--- src/rtl/xwin_pkg.sv ---
// Shared types and constants for the indirect extended-register sequencer.
// Assumes the window and status registers sit at fixed 5-bit addresses of the
// peripheral and that every command is a fixed program of micro-steps.
package xwin_pkg;

    // Direct register addresses decoded by the peripheral
    localparam logic [4:0] WIN_VAL    = 5'h1B;
    localparam logic [4:0] WIN_HI     = 5'h1C;
    localparam logic [4:0] WIN_LO     = 5'h1D;
    localparam logic [4:0] WIN_CTL    = 5'h1E;
    localparam logic [4:0] REG_STATUS = 5'h02;

    // Control codes written to the window control register
    localparam logic [7:0] CTL_RD_GO     = 8'h01;
    localparam logic [7:0] CTL_WR_GO     = 8'h02;
    localparam logic [7:0] CTL_WR_VERIFY = 8'h03;
    localparam logic [7:0] CTL_RD_INC    = 8'h04;
    localparam logic [7:0] CTL_WR_INC    = 8'h08;
    localparam logic [7:0] CTL_IDLE      = 8'h00;

    typedef enum logic [1:0] {
        OP_READ  = 2'b00,
        OP_WRITE = 2'b01,
        OP_GAIN  = 2'b10
    } xop_t;

    typedef enum logic [1:0] {
        ST_OK      = 2'b00,
        ST_TIMEOUT = 2'b01,
        ST_BUSERR  = 2'b10
    } xstat_t;

    typedef enum logic [3:0] {
        U_WVAL,   // write value window
        U_WHI,    // write address high window
        U_WLO,    // write address low window
        U_CTLR,   // write read-start control code
        U_CTLW,   // write write-start control code
        U_POLL,   // read control window
        U_RVAL,   // read value window
        U_WSTAT,  // clear peripheral status
        U_END     // program finished
    } micro_t;

    // Program table: micro-step for a given operation and step index
    function automatic micro_t prog_step(xop_t op, logic [3:0] idx);
        micro_t m;
        m = U_END;
        case (op)
            OP_READ: begin
                case (idx)
                    4'd0: m = U_WHI;
                    4'd1: m = U_WLO;
                    4'd2: m = U_CTLR;
                    4'd3: m = U_POLL;
                    4'd4: m = U_RVAL;
                    default: m = U_END;
                endcase
            end
            OP_WRITE: begin
                case (idx)
                    4'd0: m = U_WVAL;
                    4'd1: m = U_WHI;
                    4'd2: m = U_WLO;
                    4'd3: m = U_CTLW;
                    4'd4: m = U_POLL;
                    default: m = U_END;
                endcase
            end
            default: begin
                case (idx)
                    4'd0:  m = U_WHI;
                    4'd1:  m = U_WLO;
                    4'd2:  m = U_CTLR;
                    4'd3:  m = U_POLL;
                    4'd4:  m = U_RVAL;
                    4'd5:  m = U_WVAL;
                    4'd6:  m = U_WHI;
                    4'd7:  m = U_WLO;
                    4'd8:  m = U_CTLW;
                    4'd9:  m = U_POLL;
                    4'd10: m = U_WSTAT;
                    default: m = U_END;
                endcase
            end
        endcase
        return m;
    endfunction

endpackage

--- src/rtl/xwin_interval.sv ---
// Poll interval timer. Loaded with TICKS-1 when a retry is scheduled, counts
// down to zero and then idles there. Assumes TICKS >= 1.
module xwin_interval #(
    parameter int TICKS = 2_000_000
) (
    input  logic clk,
    input  logic rst_n,
    input  logic load,
    output logic expired
);
    localparam int CW = (TICKS > 1) ? $clog2(TICKS + 1) : 1;
    localparam logic [CW-1:0] RELOAD = CW'(TICKS - 1);

    logic [CW-1:0] cnt_q;

    // Load on request, otherwise count down and rest at zero
    always_ff @(posedge clk) begin
        if (!rst_n) begin
            cnt_q <= '0;
        end else if (load) begin
            cnt_q <= RELOAD;
        end else if (cnt_q != '0) begin
            cnt_q <= cnt_q - 1'b1;
        end
    end

    assign expired = (cnt_q == '0);
endmodule

--- src/rtl/xwin_beat_decode.sv ---
// Turns the current micro-step into one register-port transaction.
// Purely combinational; assumes the controller holds its inputs until the
// transaction is acknowledged or errored.
module xwin_beat_decode
    import xwin_pkg::*;
(
    input  micro_t      micro,
    input  logic        in_beat,
    input  logic [15:0] xaddr,
    input  logic [7:0]  dreg,
    input  logic [1:0]  mode,
    output logic        port_req,
    output logic        port_we,
    output logic [4:0]  port_addr,
    output logic [7:0]  port_wdata,
    output logic        port_last
);
    logic [7:0] ctl_rd;
    logic [7:0] ctl_wr;

    // Select the start codes from the command mode
    always_comb begin
        ctl_rd = mode[1] ? CTL_RD_INC : CTL_RD_GO;
        case (mode)
            2'b01:   ctl_wr = CTL_WR_VERIFY;
            2'b10:   ctl_wr = CTL_WR_INC;
            default: ctl_wr = CTL_WR_GO;
        endcase
    end

    // Map the micro-step to address, direction, data and burst marker
    always_comb begin
        port_req   = in_beat && (micro != U_END);
        port_we    = 1'b1;
        port_addr  = 5'h00;
        port_wdata = 8'h00;
        port_last  = 1'b1;
        case (micro)
            U_WVAL: begin
                port_addr  = WIN_VAL;
                port_wdata = dreg;
                port_last  = 1'b0;
            end
            U_WHI: begin
                port_addr  = WIN_HI;
                port_wdata = xaddr[15:8];
                port_last  = 1'b0;
            end
            U_WLO: begin
                port_addr  = WIN_LO;
                port_wdata = xaddr[7:0];
                port_last  = 1'b0;
            end
            U_CTLR: begin
                port_addr  = WIN_CTL;
                port_wdata = ctl_rd;
            end
            U_CTLW: begin
                port_addr  = WIN_CTL;
                port_wdata = ctl_wr;
            end
            U_POLL: begin
                port_we   = 1'b0;
                port_addr = WIN_CTL;
            end
            U_RVAL: begin
                port_we   = 1'b0;
                port_addr = WIN_VAL;
            end
            U_WSTAT: begin
                port_addr  = REG_STATUS;
                port_wdata = CTL_IDLE;
            end
            default: port_req = 1'b0;
        endcase
    end
endmodule

--- src/rtl/xwin_ctrl.sv ---
// Command controller: accepts one command when idle, walks its micro-program,
// counts polls, merges the gain field and reports the outcome with a single
// done pulse. Assumes the port answers each request with ack or err.
module xwin_ctrl
    import xwin_pkg::*;
#(
    parameter int          POLL_MAX  = 5,
    parameter logic [15:0] GAIN_ADDR = 16'h0187
) (
    input  logic        clk,
    input  logic        rst_n,
    input  logic        cmd_valid,
    input  logic [1:0]  cmd_op,
    input  logic [15:0] cmd_addr,
    input  logic [7:0]  cmd_wdata,
    input  logic [1:0]  cmd_mode,
    input  logic [1:0]  cmd_gain,
    input  logic        port_ack,
    input  logic        port_err,
    input  logic [7:0]  port_rdata,
    input  logic        tmr_expired,
    output logic        busy,
    output logic        done,
    output logic [1:0]  status,
    output logic [7:0]  dreg,
    output logic [15:0] xaddr,
    output logic [1:0]  mode,
    output micro_t      micro,
    output logic        in_beat,
    output logic        tmr_load
);
    localparam int TRY_W = (POLL_MAX > 1) ? $clog2(POLL_MAX) : 1;
    localparam logic [TRY_W-1:0] TRY_LAST = TRY_W'(POLL_MAX - 1);

    typedef enum logic [1:0] {S_IDLE, S_BEAT, S_WAIT} state_t;

    state_t           state_q;
    xop_t             op_q;
    logic [3:0]       step_q;
    logic [TRY_W-1:0] tries_q;
    logic [1:0]       gain_q;
    logic             poll_busy;
    logic             poll_spent;

    // Current micro-step from the program table
    always_comb micro = prog_step(op_q, step_q);

    assign in_beat    = (state_q == S_BEAT);
    assign poll_busy  = in_beat && (micro == U_POLL) && port_ack && (port_rdata != CTL_IDLE);
    assign poll_spent = (tries_q == TRY_LAST);
    assign tmr_load   = poll_busy && !poll_spent;

    // Sequencing, poll accounting and result registers
    always_ff @(posedge clk) begin
        if (!rst_n) begin
            state_q <= S_IDLE;
            op_q    <= OP_READ;
            step_q  <= '0;
            tries_q <= '0;
            gain_q  <= '0;
            mode    <= '0;
            xaddr   <= '0;
            dreg    <= '0;
            busy    <= 1'b0;
            done    <= 1'b0;
            status  <= ST_OK;
        end else begin
            done <= 1'b0;
            case (state_q)
                S_IDLE: begin
                    if (cmd_valid) begin
                        state_q <= S_BEAT;
                        busy    <= 1'b1;
                        step_q  <= '0;
                        tries_q <= '0;
                        gain_q  <= cmd_gain;
                        dreg    <= cmd_wdata;
                        if (cmd_op[1]) begin
                            op_q  <= OP_GAIN;
                            mode  <= 2'b00;
                            xaddr <= GAIN_ADDR;
                        end else begin
                            op_q  <= xop_t'(cmd_op);
                            mode  <= cmd_mode;
                            xaddr <= cmd_addr;
                        end
                    end
                end
                S_BEAT: begin
                    if (micro == U_END) begin
                        state_q <= S_IDLE;
                        busy    <= 1'b0;
                        done    <= 1'b1;
                        status  <= ST_OK;
                    end else if (port_err) begin
                        state_q <= S_IDLE;
                        busy    <= 1'b0;
                        done    <= 1'b1;
                        status  <= ST_BUSERR;
                    end else if (port_ack) begin
                        case (micro)
                            U_POLL: begin
                                if (port_rdata == CTL_IDLE) begin
                                    step_q  <= step_q + 1'b1;
                                    tries_q <= '0;
                                end else if (poll_spent) begin
                                    state_q <= S_IDLE;
                                    busy    <= 1'b0;
                                    done    <= 1'b1;
                                    status  <= ST_TIMEOUT;
                                end else begin
                                    tries_q <= tries_q + 1'b1;
                                    state_q <= S_WAIT;
                                end
                            end
                            U_RVAL: begin
                                dreg   <= (op_q == OP_GAIN) ? {gain_q, port_rdata[5:0]} : port_rdata;
                                step_q <= step_q + 1'b1;
                            end
                            default: step_q <= step_q + 1'b1;
                        endcase
                    end
                end
                S_WAIT: begin
                    if (tmr_expired) state_q <= S_BEAT;
                end
                default: state_q <= S_IDLE;
            endcase
        end
    end
endmodule

--- src/rtl/xwin_sequencer.sv ---
// Top level of the indirect extended-register sequencer. Connects the
// controller, the transaction decoder and the poll interval timer.
// Assumes POLL_TICKS >= 1 and POLL_MAX >= 1.
module xwin_sequencer #(
    parameter int          POLL_TICKS = 2_000_000,
    parameter int          POLL_MAX   = 5,
    parameter logic [15:0] GAIN_ADDR  = 16'h0187
) (
    input  logic        clk,
    input  logic        rst_n,
    input  logic        cmd_valid,
    input  logic [1:0]  cmd_op,
    input  logic [15:0] cmd_addr,
    input  logic [7:0]  cmd_wdata,
    input  logic [1:0]  cmd_mode,
    input  logic [1:0]  cmd_gain,
    output logic        busy,
    output logic        done,
    output logic [1:0]  status,
    output logic [7:0]  rdata,
    output logic        port_req,
    output logic        port_we,
    output logic [4:0]  port_addr,
    output logic [7:0]  port_wdata,
    output logic        port_last,
    input  logic        port_ack,
    input  logic        port_err,
    input  logic [7:0]  port_rdata
);
    import xwin_pkg::*;

    micro_t      micro;
    logic        in_beat;
    logic        tmr_load;
    logic        tmr_expired;
    logic [15:0] xaddr;
    logic [1:0]  mode;
    logic [7:0]  dreg;

    xwin_ctrl #(
        .POLL_MAX  (POLL_MAX),
        .GAIN_ADDR (GAIN_ADDR)
    ) u_ctrl (
        .clk         (clk),
        .rst_n       (rst_n),
        .cmd_valid   (cmd_valid),
        .cmd_op      (cmd_op),
        .cmd_addr    (cmd_addr),
        .cmd_wdata   (cmd_wdata),
        .cmd_mode    (cmd_mode),
        .cmd_gain    (cmd_gain),
        .port_ack    (port_ack),
        .port_err    (port_err),
        .port_rdata  (port_rdata),
        .tmr_expired (tmr_expired),
        .busy        (busy),
        .done        (done),
        .status      (status),
        .dreg        (dreg),
        .xaddr       (xaddr),
        .mode        (mode),
        .micro       (micro),
        .in_beat     (in_beat),
        .tmr_load    (tmr_load)
    );

    xwin_beat_decode u_dec (
        .micro      (micro),
        .in_beat    (in_beat),
        .xaddr      (xaddr),
        .dreg       (dreg),
        .mode       (mode),
        .port_req   (port_req),
        .port_we    (port_we),
        .port_addr  (port_addr),
        .port_wdata (port_wdata),
        .port_last  (port_last)
    );

    xwin_interval #(
        .TICKS (POLL_TICKS)
    ) u_tmr (
        .clk     (clk),
        .rst_n   (rst_n),
        .load    (tmr_load),
        .expired (tmr_expired)
    );

    assign rdata = dreg;
endmodule

--- config.mk ---
export PLATFORM = sky130hd
export DESIGN_NAME = xwin_sequencer
export DESIGN_NICKNAME = d
export VERILOG_FILES = /design/src/rtl/xwin_pkg.sv /design/src/rtl/xwin_interval.sv /design/src/rtl/xwin_beat_decode.sv /design/src/rtl/xwin_ctrl.sv /design/src/rtl/xwin_sequencer.sv
export SDC_FILE = /design/constraint.sdc
export NUM_CORES = 1
export LEC_CHECK = 0
export ABC_CLOCK_PERIOD_IN_PS = 2910
export BUFFER_PORTS_ARGS = -buffer_cell sky130_fd_sc_hd__buf_2
export CORE_ASPECT_RATIO = 0.5
export CORE_UTILIZATION = 51
export DETAILED_ROUTE_END_ITERATION = 7
export HOLD_SLACK_MARGIN = 0.05
export PLACE_DENSITY_LB_ADDON = 0.1
export SYNTH_ARGS = -nofsm -noshare
export SYNTH_HDL_FRONTEND = slang
export SYNTH_HIERARCHICAL = 1
export SYNTH_SLANG_ARGS = --single-unit
export TNS_END_PERCENT = 1
--- constraint.sdc ---
create_clock -name clk -period 2.91 [get_ports clk]
set_input_delay 0.4365 -clock clk [delete_from_list [all_inputs] [get_ports clk]]
set_output_delay 0.4365 -clock clk [all_outputs]
set_load 0.02 [all_outputs]
Yosys cells after proc, flatten, opt, wreduce, memory -nomap -nowiden --
Memories as Yosys holds them, arrays and structs flattened. A register that Yosys moved wholly into a read port is not among the register bits. Cells that the tools add are included.
Word-level totals: bits in registers 64, bits in read-only memories 64, input bits 43, output and inout port bits 28, word-level logic and storage cells 153, memories 1
Memories:
- (no name shown) | depth 16, width 4, rd ports 1, clocked after memory_dff 1, wr ports 0, RTL line xwin_pkg.sv:71 | case (idx)
Operators by class: $add $sub $neg 3, equality and inequality tests 34, mux-type cells 68, bitwise logic cells 1, reduce and logical (&&, ||, !) cells 33
Operators by type and width (count):
- 8-bit two-way mux | 6
- 21-bit two-way mux | 2
- 4-bit case mux with 5 select lines | 2
- 8-bit case mux with 5 select lines | 1
- 2-bit two-way mux | 16
- 4-bit two-way mux | 8
- 5-bit case mux with 5 select lines | 1
- 3-bit two-way mux | 8
- 4-bit case mux with 2 select lines | 3
- 21-bit zero test | 1
- 21-bit nonzero test | 1
- 21-bit by 1-bit subtractor with 21-bit output (second input constant) | 1
- 4-bit by 3-bit == test with 1-bit output (second input constant) | 5
- 4-bit != test (second input constant) | 5
- 6-bit AND reduction | 3
- 4-bit by 2-bit == test with 1-bit output (second input constant) | 4
- 1-bit two-way mux | 16
- 16-bit two-way mux | 1
- 8-bit case mux with 2 select lines | 1
- 2-bit != test (second input constant) | 7
- 5-bit AND reduction | 2
- 3-bit nonzero test | 3
- 4-bit by 1-bit == test with 1-bit output (second input constant) | 2
- 4-bit zero test | 2
- other kinds (23) | 38

Logic depth before layout (Yosys ltp) --
Gate-level depths: netlist (run 1).
depth in word-level cells 11, gate-level depth with buffers 15

Modules after synthesis --
The synthesis (run 1) kept the hierarchy.
By module, submodules not included:
- xwin_ctrl | times used 1, cells an instance 289, area an instance 2555.0 µm²
- xwin_interval | times used 1, cells an instance 148, area an instance 1278.7 µm²
- xwin_beat_decode | times used 1, cells an instance 57, area an instance 394.1 µm²

Worst setup path after synthesis (run 1) --
Ideal clock, no wire load.
kind register -> register, start point register u_ctrl.step_q[0], end point register (tool-made name), data arrival time 2.725 ns, data required time 2.785 ns, path slack 0.060 ns, cell stages (with the launch flop) 15, clock period less this slack 2.850 ns, cell sequence dfxtp_1 -> inv_1 -> ha_1 -> mux2_4 -> a221oi_4 -> inv_2 -> nor4b_4 -> a211oi_4 -> nor2_1 -> a31oi_1 -> nor2b_1 -> inv_1 -> ha_1 -> xnor2_1 -> mux2i_1
RTL lines:
- start, declared | RTL line xwin_ctrl.sv:39 | logic [3:0] step_q;
- start signal, assigned | RTL line xwin_ctrl.sv:104 | step_q <= step_q + 1'b1;
- start signal, assigned | RTL line xwin_ctrl.sv:118 | step_q <= step_q + 1'b1;
- start signal, assigned | RTL line xwin_ctrl.sv:120 | default: step_q <= step_q + 1'b1;

Worst setup path in the final report (run 1) --
start point register u_ctrl.step_q[3], end point output port_wdata[3]
Between the ends: word-level cells in the longest chain between the ends 5, elaborated cells between the ends (all ways) 14, those cells by class eq/ne (8); mux (4); reduce/logical (2)
Ends and longest elaborated chain:
- 4-bit by 3-bit == test with 1-bit output, or another cell as far along | RTL line xwin_pkg.sv:51, xwin_pkg.sv:61
- 4-bit case mux with 5 select lines (on tied branches) | RTL line xwin_pkg.sv:61, xwin_pkg.sv:51
- 4-bit case mux with 2 select lines * | RTL line xwin_pkg.sv:49 | case (op)
- named net micro[0] | RTL line xwin_sequencer.sv:32 | micro_t micro;
- 4-bit by 3-bit == test with 1-bit output, or another cell as far along | RTL line xwin_beat_decode.sv:38 | case (micro)
- 8-bit case mux with 5 select lines * | RTL line xwin_beat_decode.sv:38
- end, declared | RTL line xwin_sequencer.sv:24 | output logic [7:0] port_wdata,
The timed path passes the listed nets; every way through them passes the cells marked *.

==> results of run 1 <==
-- stage by stage --
stage	worst slack, ns	hold slack (ns)	cell area (um2)	total power [W]
detailed placement	-0.0821	0.455	4690	0.00247
floorplan	0.0604	0.437	4230	0.00219
global route	-0.140	0.379	5160	0.00375
finish	-0.0464	0.371	5160	0.00351
CTS	-0.0590	0.361	5040	0.00349
global placement	-0.0505	0.446	4690	0.00246
-- final cells by class --
class / count / share of cell area, %
tap: 112 / 2.72
timing repair buffer: 95 / 10.9
clock inverter: 2 / 0.194
clock buffer: 13 / 5.04
multi-input combinational: 372 / 52.9
sequential: 68 / 26.6
inverter: 22 / 1.70
-- cell usage after synthesis (3+ instances only) --
library cell / n
nor3b_1: 10
nand2_1: 53
nor2b_1: 5
mux2i_1: 15
a21boi_0: 19
a31oi_1: 9
mux2_2: 3
nor4_4: 3
nand2b_1: 6
nand4_1: 7
inv_1: 21
ha_1: 12
o31ai_1: 7
xnor2_1: 3
and2_1: 3
or4b_1: 3
nor2_1: 41
a211oi_1: 7
nor4_1: 6
dfxtp_1: 68
or4_1: 7
or3_1: 3
clkbuf_1: 17
and3_1: 3
nor3_1: 20
nand3b_1: 17
o211a_1: 6
a311oi_1: 3
nand3_1: 12
o21ai_0: 15
buf_6: 6
buf_2: 5
a21oi_1: 20
and4_1: 4
-- final timing paths --
check,start,slack (ns),cells past startpoint,end
hold / removal,cmd_gain[1],0.37,3,u_ctrl/gain_q[1]
hold reg to reg,u_ctrl/xaddr[9],0.47,2,u_ctrl/xaddr[9]
setup / recovery,u_ctrl/step_q[3],-0.05,8,port_wdata[3]
setup reg to reg,u_ctrl/step_q[0],0.03,13,register
-- flip-flops by register name, indices dropped and copies added (netlist names), named ones only --
register	count
u_ctrl/dreg	8
u_tmr/cnt_q	21
u_ctrl/done	1
u_ctrl/tries_q	3
u_ctrl/gain_q	2
u_ctrl/xaddr	16
u_ctrl/status	2
u_ctrl/step_q	4
u_ctrl/op_q	2
u_ctrl/state_q	2
u_ctrl/busy	1
u_ctrl/mode	2
-- cell families after synthesis --
family | count (synthesis) | share of synthesized area, %
xor gates and xnor gates | 4 | 0.829
AOI/OAI and AO/OA | 110 | 19.9
DFF | 68 | 32.2
muxes | 20 | 5.24
buffers and inverters | 54 | 6.57
adders and majority gates | 12 | 3.55
and+or+nand+nor | 226 | 31.7
-- cells in the final DEF, fill, tap and decap left out, drive strengths merged, types with 3 or more instances in the layout --
master  Yosys  layout
buf        15      95
dfxtp      68      68
nand2      54      54
nor2       43      43
inv        22      22
nor3       21      21
a21boi     20      20
a21oi      20      20
nand3b     17      17
o21ai      17      17
mux2i      15      15
clkbuf     17      13
nand3      12      12
ha         12      12
nor3b      10      10
a31oi       9       9
nand4       9       9
or4         9       9
nor4        9       9
a211oi      8       8
o31ai       7       7
o211a       6       6
nand2b      6       6
and4        5       5
nor2b       5       5
a311oi      5       5
or3         4       4
mux2        4       4
nor4b       4       4
and2        3       3
and3        3       3
or4b        3       3
xnor2       3       3
or3b        3       3
a221oi      3       3
or2         3       3
-- timing repair --
| action | CTS | global route |
|---|---|---|
| endpoints found under the setup margin | 14 | 29 |
| pin swaps | 2 | 11 |
| buffers inserted | 1 | 2 |
| gates resized for setup | 19 | 27 |
-- worst reg2reg max path: cells and delay by family, from the launching register on --
family,cells,cell delay [ns]
simple gates,4,0.71
compound gates,3,0.63
buf+inv,3,0.38
fa+ha+maj,2,0.38
flops,1,0.36
mux,1,0.30
-- metal layers --
metal / part of all wire (%) / GRT usage [%]
met1: 48 / 30.3
met2: 47 / 40.3
met3: 4.7 / 5.42
met4: 0.36 / 7.90
met5: 0 / 0
-- power breakdown --
group / internal [W] / leakage [nW] / switching, W
Sequential: 0.00105 / 0.559 / 0.000142
Combinational: 0.000558 / 1.41 / 0.000778
Clock: 0.000615 / 0.135 / 0.000375
Total: 0.00222 / 2.11 / 0.00130
==> reports/results.ini, run 1 <==
[status]
status=finished with violations
violations=negative setup slack

[routing]
vias=3773
drc_errors=0
ant_nets=0
via_per_inst=5.52
drtIter0Drc=196
first_pass_iters=4
post_drt_wl_per_cell_um=14.8
routed_wl_um=10100

[cts]
path_clk_slew_ns=0.05
numCtsBuffers=9
htree_levels=3
cts_buffer_depth=2
clkLatencyLatePin_ns=0.33
ctsHoldBuffers=0
cts_tree=done
root_buffer=clkbuf_16
cts_num_sinks=68

[worst_setup_path]
cp_top_family=simple AND/OR/NAND/NOR gates
worst-path-buf-inv=2
worstSetupPathType=reg2out
cpMaxStageDelayCell=or4_4
crit_chain=or2_4 > or4_4 > nand3_2 > buf_6 > mux2_2 > a221oi_2 > a211oi_1 > buf_2
cp_data_arrival_time_ns=2.52
startpoint_type=register
crit_required_ns=2.47
crit_path_end_kind=primary output
crit_path_max_incr_delay_ns=0.51
critical_path_peak_fanout=8

[floorplanning]
die_w_um=131
boundaryPins=71
core-area_um2=8030
die-area_um2=8680
start_util_pct=52.7
die_h_um=66.4
rows=23

[grt]
grt_pass1_vias=3341
grt_pass1_wl_um=16000
antenna_found_initial=0
grtUsageTotal_pct=23.9
grt_start_max_net_pins=37
grt_overflow=0

[placement]
dp_cells=666
dp_hpwl_um=7190
gp_congestion=0.838
io_buffers=70

[layout]
drive_gt1_share_pct=29.9
final_cells=684
nets=623
fillers=711
register_area_um2=1370
multi_input_area_um2=2730
areaGrowthSynthToFinish_pct=22.0
antenna_cells=0
final_util_pct=64.3

[synth]
yosysTopAreaCell=dfxtp_1
syn_inst=494
async_flop_share_pct=0
yosysSeqAreaShare_pct=32.2
ys.flop_type=dfxtp_1
synth_area_um2=4230
avgSynthCellArea_um2=8.56
synthTopCellsByArea=dfxtp_1, nand2_1, nor2_1
synth-seq-cells=68
yosysUniqueCellTypes=77
synth_edf_count=0
ys.warnings.count=6
syn_nets=549
synth_top_area_share_pct=32.2

[sta]
slew_viol_final=0
clock_skew_ns=0.00645
slew_headroom_pct=55.0
tightest_slew_ns=0.670
fmax_mhz=338
min_period_over_period_pct=102
rsz0062_at_grt=true
setup_viol=5
finalCriticalPeriod_ns=2.96
setup_ws_ns=-0.0464
final.setup.tns_ns=-0.133
hold_viol_final=0

[worst_hold_path]
hp-class=in2reg

[pwr]
p_leak_nw=2.11
irDropWorstVdd_mv=0.556
p_per_area_nw_per_um2=681

[job]
maxCapViolCount=0

(Power assumes the default switching activity.)
==> inputs of run 2 (changes only) <==
--- a/config.mk
+++ b/config.mk
@@ -8,7 +8,8 @@
 export ABC_CLOCK_PERIOD_IN_PS = 2910
 export BUFFER_PORTS_ARGS = -buffer_cell sky130_fd_sc_hd__buf_2
 export CORE_ASPECT_RATIO = 0.5
-export CORE_UTILIZATION = 51
+export CORE_UTILIZATION = 53
+export CTS_BUF_LIST = sky130_fd_sc_hd__clkbuf_8
 export DETAILED_ROUTE_END_ITERATION = 7
 export HOLD_SLACK_MARGIN = 0.05
 export PLACE_DENSITY_LB_ADDON = 0.1
==> run 2 against run 1 <==
Effect of this change:
- the run still ends with negative setup slack left
- utilization rose by 6.8 points
- power shrank 3.3%
- cell count grew 2.6%
- hold slack lost 0.013 ns
- setup slack worse by 0.049 ns
- die area fell by 3.7%
- global-route usage is 3.8 points higher
- fmax fell by 1.6%
- critical path type unchanged
- highest routed layer unchanged
==> reports/results.ini, run 2 (same netlist as run 1, synthesis figures left out) <==
[layout]
antenna_cells=0  ; unchanged
nets=644  ; was 623
drive_gt1_share_pct=32.7  ; was 29.9%
reg_top3=u_tmr/cnt_q x21, u_ctrl/xaddr x16, u_ctrl/dreg x8  ; unchanged
regMostFlops=u_tmr/cnt_q  ; unchanged
fillers=583  ; was 711
areaGrowthSynthToFinish_pct=26.3  ; was 22.0%
final_common_cell=dfxtp_1  ; was buf_2
largest_reg_flops=21  ; unchanged
final_cell_mix=dfxtp_1, buf_2, nand2_1  ; was buf_2, dfxtp_1, nand2_1

[grt]
grt_overflow=0  ; unchanged
grt_pass1_wl_um=18000  ; was 16,000 um
grtUsageTotal_pct=27.8  ; was 23.9%
grt_pass1_vias=3668  ; was 3,341
grt_start_max_net_pins=41  ; was 37
antenna_found_initial=0  ; unchanged

[floorplanning]
boundaryPins=71  ; unchanged
die-area_um2=8360  ; was 8680 um2
rows=22  ; was 23
start_util_pct=56.3  ; was 52.7%
die_h_um=65.2  ; was 66.4 um
core-area_um2=7510  ; was 8030 um2
die_w_um=128  ; was 131 um

[worst_setup_path]
crit_required_ns=2.47  ; about the same
crit_path_end_kind=primary output  ; unchanged
critical_path_peak_fanout=7  ; was 8
worstSetupPathType=reg2out  ; unchanged
cp_data_arrival_time_ns=2.57  ; was 2.52 ns
rr_startpoint=u_ctrl/step_q[0]  ; unchanged
startpoint_type=register  ; unchanged
r2r_setup_slack_ns=-0.08  ; was 0.03 ns
rr_worst_depth=14  ; was 13

[sta]
clock_skew_ns=0.0102  ; was 0.00645 ns
min_period_over_period_pct=103  ; was 102%
hold_viol_final=0  ; unchanged
tightest_slew_ns=0.595  ; was 0.670 ns
setup_viol=14  ; was 5
slew_headroom_pct=60.0  ; was 55.0%
slew_viol_final=0  ; unchanged
hold_ws_ns=0.358  ; was 0.371 ns
fmax_mhz=333  ; was 338 MHz
rsz0062_at_grt=true  ; unchanged
setup_ws_ns=-0.0957  ; was -0.0464 ns
finalCriticalPeriod_ns=3.01  ; was 2.96 ns

[routing]
drc_errors=0  ; unchanged
routed_wl_um=11800  ; was 10,100 um
post_drt_wl_per_cell_um=16.7  ; was 14.8 um
drtIter0Drc=372  ; was 196
ant_nets=0  ; unchanged
vias=4146  ; was 3,773
via_per_inst=5.91  ; was 5.52
first_pass_iters=5  ; was 4

[placement]
dp_hpwl_um=7390  ; was 7190 um
place_ws_ns=-0.0860  ; was -0.0821 ns
io_buffers=70  ; unchanged
gp_congestion=0.838  ; about the same

[pwr]
switching_share_pct=39.2  ; was 36.9%
internal_power_w=0.00207  ; was 0.00222 W
clkPwrFrac_pct=22.9  ; was 28.2%
irDropWorstVdd_mv=0.529  ; was 0.556 mV
combPwrFrac_pct=41.9  ; was 38.0%
p_per_area_nw_per_um2=637  ; was 681 nW/um2
p_total_w=0.00340  ; was 0.00351 W
p_leak_nw=2.23  ; was 2.11 nW
p_sw_w=0.00133  ; was 0.00130 W
seqPwrFrac_pct=35.2  ; was 33.8%

[worst_hold_path]
whs_path_depth=3  ; unchanged
hp-class=in2reg  ; unchanged
hp-start=cmd_addr[11]  ; was cmd_gain[1]
hold_path_end=u_ctrl/xaddr[11]  ; was u_ctrl/gain_q[1]

[cts]
ctsHoldBuffers=0  ; unchanged
path_clk_slew_ns=0.07  ; was 0.05 ns
cts_num_sinks=68  ; unchanged
clkLatencyLatePin_ns=0.35  ; was 0.33 ns
numCtsBuffers=9  ; unchanged
cts_buffer_depth=2  ; unchanged
htree_levels=3  ; unchanged
cts_tree=done  ; unchanged
root_buffer=clkbuf_8  ; was clkbuf_16

[job]
maxCapViolCount=0  ; unchanged

[status]
status=finished with violations  ; unchanged
violations=negative setup slack  ; unchanged

## run 2: critical path, stage by stage, from the launching register on
cell	delay [ns]
dfxtp_4	0.41
inv_4	0.06
ha_4	0.17
mux2_4	0.29
a221oi_4	0.31
inv_2	0.12
buf_12	0.16
nor2_4	0.11
and3_1	0.18
o21ai_1	0.07
a21oi_1	0.16
buf_4	0.17
## run 2: what timing repair did
action | 4_1_cts | 5_1_grt
gates cloned | 0 | 1
resized for setup | 37 | 21
buffers inserted | 12 | 11
pin swaps | 10 | 15
endpoints found under the setup margin | 14 | 26
## run 2: through the flow
stage / instances / utilization (%) / setup TNS [ns] / cell area, um2
floorplan: 494 / - / 0 / 4230
global placement: 662 / 62.7 / 0 / 4710
detailed placement: 662 / 62.7 / -0.141 / 4710
CTS: 690 / 68.4 / -0.427 / 5140
global route: 702 / 71.0 / -2.89 / 5340
finish: 702 / 71.0 / -0.728 / 5340
## run 2: per-layer routing
layer	track usage (%)	vias up	wire length (um)
li1	-	2000	-
met1	37.3	1980	5400
met2	44.1	144	5450
met3	6.43	22	724
met4	9.41	0	184
met5	0	-	0
## run 2: worst max path at each step
stage | startpoint | endpoint | slack [ns] | cells after the start
final | u_ctrl/step_q[0] | port_wdata[0] | -0.1 | 11
after global routing | u_ctrl/step_q[0] | register | -0.22 | 14
after CTS | u_ctrl/step_q[1] | port_we | -0.07 | 11
after detailed placement | u_ctrl/step_q[0] | register | -0.09 | 14
after global placement | u_ctrl/step_q[0] | register | 0.01 | 14
after floorplan | u_ctrl/step_q[0] | register | 0.06 | 14
## run 2: power groups by stage
stage                     sequential [W]  combinational (W)  clock [W]
after floorplan                  0.00118            0.00100          0
after global placement           0.00120            0.00127          0
after detailed placement         0.00121            0.00129          0
after CTS                        0.00119            0.00136   0.000792
after global routing             0.00121            0.00158   0.000834
final                            0.00119            0.00142   0.000779
## run 2: cell type report
cell class	instances	area [um2]	share of cell area, %
Clock inverter	6	56.3	1.05
Inverter	22	90.1	1.69
Multi-Input combinational cell	372	2760	51.6
Clock buffer	10	138	2.58
Tap cell	108	135	2.53
Sequential cell	68	1370	25.6
Timing Repair Buffer	116	795	14.9
